[src/rtl/bsr_pkg.sv]
package bsr_pkg;
  typedef enum logic [1:0] {
    OP_HOLD    = 2'd0,
    OP_CAPTURE = 2'd1,
    OP_SHIFT   = 2'd2
  } scan_op_e;
endpackage

[src/rtl/bsr_strobe.sv]
module bsr_strobe
  import bsr_pkg::*;
(
  input  logic     capture_i,
  input  logic     shift_i,
  output scan_op_e op_o
);
  // capture wins over shift
  always_comb begin
    if (capture_i)    op_o = OP_CAPTURE;
    else if (shift_i) op_o = OP_SHIFT;
    else              op_o = OP_HOLD;
  end
endmodule

[src/rtl/bsr_cell.sv]
module bsr_cell
  import bsr_pkg::*;
(
  input  logic     tck_i,
  input  logic     rst_ni,
  input  scan_op_e op_i,
  input  logic     update_i,
  input  logic     test_mode_i,
  input  logic     par_i,
  input  logic     si_i,
  output logic     so_o,
  output logic     par_o
);
  logic cap_q, upd_q;

  always_ff @(posedge tck_i or negedge rst_ni) begin
    if (!rst_ni) cap_q <= 1'b0;
    else begin
      case (op_i)
        OP_CAPTURE: cap_q <= par_i;
        OP_SHIFT:   cap_q <= si_i;
        default:    cap_q <= cap_q;
      endcase
    end
  end

  always_ff @(posedge tck_i or negedge rst_ni) begin
    if (!rst_ni)       upd_q <= 1'b0;
    else if (update_i) upd_q <= cap_q;
  end

  assign so_o  = cap_q;
  assign par_o = test_mode_i ? upd_q : par_i;


  capture_load_chk: assert property (@(posedge tck_i) disable iff (!rst_ni)
    op_i == OP_CAPTURE |=> so_o == $past(par_i));

  shift_load_chk: assert property (@(posedge tck_i) disable iff (!rst_ni)
    op_i == OP_SHIFT |=> so_o == $past(si_i));

  hold_chk: assert property (@(posedge tck_i) disable iff (!rst_ni)
    op_i == OP_HOLD |=> $stable(so_o));

  update_hold_chk: assert property (@(posedge tck_i) disable iff (!rst_ni)
    !update_i |=> $stable(upd_q));
endmodule

[src/rtl/bsr_chain.sv]
module bsr_chain
  import bsr_pkg::*;
#(
  parameter int unsigned N_CELLS = 8
) (
  input  logic               tck_i,
  input  logic               rst_ni,
  input  logic               capture_i,
  input  logic               shift_i,
  input  logic               update_i,
  input  logic               test_mode_i,
  input  logic               tdi_i,
  input  logic [N_CELLS-1:0] par_in_i,
  output logic [N_CELLS-1:0] par_out_o,
  output logic               tdo_o
);
  localparam int unsigned LAST = N_CELLS - 1;

  scan_op_e           op;
  logic [N_CELLS:0]   link;

  bsr_strobe u_strobe (
    .capture_i (capture_i),
    .shift_i   (shift_i),
    .op_o      (op)
  );

  assign link[0] = tdi_i;

  for (genvar k = 0; k < N_CELLS; k++) begin : g_cell
    bsr_cell u_cell (
      .tck_i       (tck_i),
      .rst_ni      (rst_ni),
      .op_i        (op),
      .update_i    (update_i),
      .test_mode_i (test_mode_i),
      .par_i       (par_in_i[k]),
      .si_i        (link[k]),
      .so_o        (link[k+1]),
      .par_o       (par_out_o[k])
    );
  end

  assign tdo_o = link[N_CELLS];


  capture_priority_chk: assert property (@(posedge tck_i) disable iff (!rst_ni)
    capture_i && shift_i |=> tdo_o == $past(par_in_i[LAST]));

  held_output_chk: assert property (@(posedge tck_i) disable iff (!rst_ni)
    test_mode_i && $past(test_mode_i) && !$past(update_i) |-> $stable(par_out_o));
endmodule

[config.mk]
export PLATFORM = sky130hd
export DESIGN_NAME = bsr_chain
export DESIGN_NICKNAME = d
export VERILOG_FILES = /design/src/rtl/bsr_pkg.sv /design/src/rtl/bsr_strobe.sv /design/src/rtl/bsr_cell.sv /design/src/rtl/bsr_chain.sv
export SDC_FILE = /design/constraint.sdc
export NUM_CORES = 1
export LEC_CHECK = 0
export ABC_AREA = 1
export BUFFER_PORTS_ARGS = -buffer_cell sky130_fd_sc_hd__buf_2
export CAP_MARGIN = 20
export CELL_PAD_IN_SITES_DETAIL_PLACEMENT = 1
export CELL_PAD_IN_SITES_GLOBAL_PLACEMENT = 1
export CORE_AREA = 4 4 57 59
export DETAILED_ROUTE_END_ITERATION = 7
export DIE_AREA = 0 0 61 63
export MAX_ROUTING_LAYER = met4
export PLACE_DENSITY_LB_ADDON = 0.1
export SETUP_SLACK_MARGIN = 0.02
export SYNTH_ARGS = -nofsm -noshare
export SYNTH_HDL_FRONTEND = slang
export SYNTH_SLANG_ARGS = --single-unit
[constraint.sdc]
create_clock -name tck_i -period 0.8 [get_ports tck_i]
set_input_delay 0.16 -clock tck_i [delete_from_list [all_inputs] [get_ports tck_i]]
set_output_delay 0.16 -clock tck_i [all_outputs]
set_load 0.02 [all_outputs]
Word-level counts from Yosys, hierarchy flattened
Index checks and enable logic that the tools add are counted.
{ "classes": {"mux": 18, "n_reduce_logical": 1, "n_eq_ne": 2} }
{ "op_table": {"columns": ["cell", "count"], "rows": [
  ["1-bit case mux with 2 select lines", 8],
  ["1-bit two-way mux", 8],
  ["2-bit two-way mux", 2],
  ["2-bit by 1-bit equality test with 1-bit output (second input constant)", 1],
  ["2-bit equality test (second input constant)", 1],
  ["2-bit nonzero test", 1]
]} }
{ "totals": {"elab_cells": 37, "in_bits": 15, "ff_bits": 16} }

Depth between registers and ports, before layout
{ "depth": {"depth_word": 4, "mapped_depth": 5} }

Hierarchy
Synthesis repeated with hierarchy kept, for this count alone.
{ "unflattened": {"cells_unflattened": 147, "area_unflattened_um2": 998.5} }
{ "by_module_without_submodules": {"columns": ["mod", "area_each_um2", "cells_per_inst", "n_inst"], "rows": [
  ["bsr_cell", 122.6, 18, 8],
  ["bsr_strobe", 17.5, 3, 1]
]} }

Worst setup path after synthesis
OpenSTA, ideal clock, no wires.
{ "synth_path": {"path_type": "input-to-output", "startpoint": "input test_mode_i", "endpoint": "output par_out_o[5]", "required_ps": 640, "n_path_buf": 3, "t_arrival_ps": 677, "path_slack_ps": -37, "cell_stages": 5, "path_cell_list": "buf_6 buf_12 nor2_2 a21oi_2 buf_4"} }
{ "synth_between": {"elab_chain_len": 1} }
{ "synth_rtl": {"columns": ["item", "line_no", "text"], "rows": [
  ["start: declaration", "bsr_chain.sv:11", "input logic test_mode_i,"],
  ["1-bit two-way mux", "bsr_cell.sv:33", "assign par_o = test_mode_i ? upd_q : par_i;"],
  ["end: declaration", "bsr_chain.sv:14", "output logic [N_CELLS-1:0] par_out_o,"]
]} }
Every way passes these cells.

Worst setup path after layout
{ "layout_path": {"startpoint": "register g_cell[2].u_cell.upd_q", "endpoint": "output par_out_o[2]"} }
{ "layout_between": {"elab_chain_len": 1} }
{ "layout_rtl": {"columns": ["item", "line_no", "text"], "rows": [
  ["start: declaration", "bsr_cell.sv:14", "logic cap_q, upd_q;"],
  ["start signal: assignment", "bsr_cell.sv:29", "else if (update_i) upd_q <= cap_q;"],
  ["1-bit two-way mux", "bsr_cell.sv:33", null]
]} }
Every way passes these cells.

==> results.ini <==
[cts]
clockBufferDepth = 2
path_clk_slew_ns = 0.10
cts_buffers = 3
cts_sinks = 16
clock_latency_ns = 0.29
cts_root_buf = clkbuf_4
cts_tree = yes
htreeDepth = 1

[worst_setup_path]
critPathMaxFanout = 2
path_class = reg2out
slowest_delay_ns = 0.37
required_ns = 0.64
crit_path_end_kind = output pin
cp_slowest_cell = dfrtp_1
cp.arrival_ns = 0.94
crit_chain = inv_2 -> a21oi_2 -> buf_4
worst_setup_path_start_kind = register

[timing]
min_period_ns = 1.10
fmax_mhz = 908
slew_headroom_pct = 74.9
slew_viol_final = 0
hold_violations = 0
rsz0062_at_grt = yes
fin_crit_sh_pct = 138
worst_pin_slew_ns = 0.376
finalSetupViolations = 9
fin_skew_ns = 0.00402
setup-tns-final_ns = -2.51
setup_ws_ns = -0.302

[layout]
fillCellCount = 338
drive_gt1_share_pct = 44.6
fin_area_sq_um = 1070
area_delta_synth_final_pct = 23.3
diodes = 0
nNetsFinal = 137

[logic_synthesis]
synth.area.top_cells = dfrtp_1, nand2_1, nand3_1, buf_4, o21ai_0
yosys.area.top_type = dfrtp_1
netlist_area_sq_um = 868
synth_nets = 118
synth_top_area_share_pct = 46.1
yosysWarningCount = 0
synth.distinct_cells = 14
synthCells = 103
yosysSeqAreaShare_pct = 46.1
ys_ff_latch = 16
avgSynthCellArea_sq_um = 8.43

[global_routing]
antenna_found_initial = 0
track_usage_pct = 12.8
grt-ovfl-total = 0
grt_max_degree = 17
grt_pass1_wl_mm = 3.59
grt_pass1_vias = 785

[placement]
placed_cell_area_sq_um = 961
place.gp.congestion = 0.743
dp_hpwl_mm = 1.50
io_buffer_count = 23

[die]
rows = 19
core_area_sq_um = 2710
ios = 24
die_h_microns = 63
start_util_pct = 32.0
fp.dieW_microns = 61
die_area_sq_um = 3840

[routing]
drt.antenna.violating_nets = 0
drt-vias-per-instance = 4.73
dr.first_iter.drc_count = 11
via_count = 719
routedWlPerCell_microns = 13.1
wl_mm = 1.99
drtPass1Iterations = 3
drc_errors = 0

[outcome]
outcome = finished with violations
violations = setup timing

[power_and_ir_drop]
power.leakage_nw = 0.525
p_per_area_nw_per_um2 = 1860
ir_drop_uv = 956
power_mw = 1.99

[min_path]
hold_class = in2reg

[job]
drv_cap = 0

==> kinds of logic (layout without fill, tap and decap cells) <==
group / Yosys count / in the layout / share of synthesized area (%)
compound gates: 16 / 16 / 10.1
buf+inv: 22 / 40 / 17.9
flops: 16 / 16 / 46.1
simple gates: 49 / 49 / 25.9
==> metal layers <==
layer,up-vias,part of all wire (%),wire length [microns],global-route usage [%]
li1,360,-,-,-
met1,343,49,967,16.9
met2,14,47,931,19.1
met3,2,4.0,80,2.48
met4,0,0.65,13,4.88
met5,-,0,0,-
==> sequential cells by signal (all words and copies together) (netlist names) <==
name / cells
g_cell.u_cell.so_o: 8
g_cell.u_cell.upd_q: 8
==> worst max-delay path, delay by kind of cell, from the launching register on <==
kind / cells / cell delay [ns]
buf+inv: 2 / 0.19
flops: 1 / 0.37
compound gates: 1 / 0.10
==> stage by stage <==
step / worst slack, ns / utilization [%] / hold slack [ns] / std cells
floorplan: -0.0142 / - / -0.136 / 103
global placement: -0.108 / 35.5 / 0.110 / 146
detailed placement: -0.130 / 35.5 / 0.108 / 146
CTS: -0.322 / 38.6 / 0.0899 / 152
global route: -0.384 / 39.5 / 0.0958 / 152
finish: -0.302 / 39.5 / 0.103 / 152
==> power by group <==
part | leakage, nW | switching, mW | internal, mW
logic | 0.306 | 0.281 | 0.209
clock network | 0.0210 | 0.269 | 0.277
registers | 0.198 | 0.0579 | 0.897
==> Yosys cell counts (all sizes together) <==
cell type  number
a21oi           8
buf            13
dfrtp          16
inv             9
nand2          24
nand3          16
nor2            9
o21ai           8
==> final timing paths <==
kind | startpoint | end | slack (ns) | cells past startpoint
worst max-delay path | g_cell[2].u_cell.upd_q | par_out_o[2] | -0.30 | 3
worst min-delay path | par_in_i[2] | g_cell[2].u_cell.so_o | 0.10 | 3
worst max register to register | g_cell[7].u_cell.so_o | g_cell[7].u_cell.upd_q | 0.05 | 3
worst min register to register | g_cell[7].u_cell.upd_q | g_cell[7].u_cell.upd_q | 0.52 | 2
max in group asynchronous | rst_ni | g_cell[4].u_cell.upd_q | 0.22 | 2
min in group asynchronous | rst_ni | g_cell[4].u_cell.so_o | 0.31 | 2
==> area by class of cell <==
type	instances	area, sq um	share of cell area, %
flip-flops and latches	16	400	37.4
inverters	9	33.8	3.15
clock buffers	4	36.3	3.39
well taps	31	38.8	3.62
repair buffers	27	198	18.5
multi-input cells	65	364	34.0
==> placed cells by master (no fill, tap or decap), types with 2 or more instances in the layout <==
cell type and instances:
nand2_1 22, dfrtp_1 16, nand3_1 15, buf_2 14, inv_2 9, a21oi_2 8
o21ai_0 7, buf_4 7, nor2_1 6, buf_6 4, clkbuf_4 3, nor2_4 2
==> repair_timing <==
item / CTS / global route
hold buffers: 1 / 0
pin swaps: 8 / 0
setup endpoints to repair: 9 / 11
hold endpoints to repair: 16 / 0
buffers inserted: 1 / 0
gates resized for setup: 19 / 8
(Power assumes the default switching activity.)
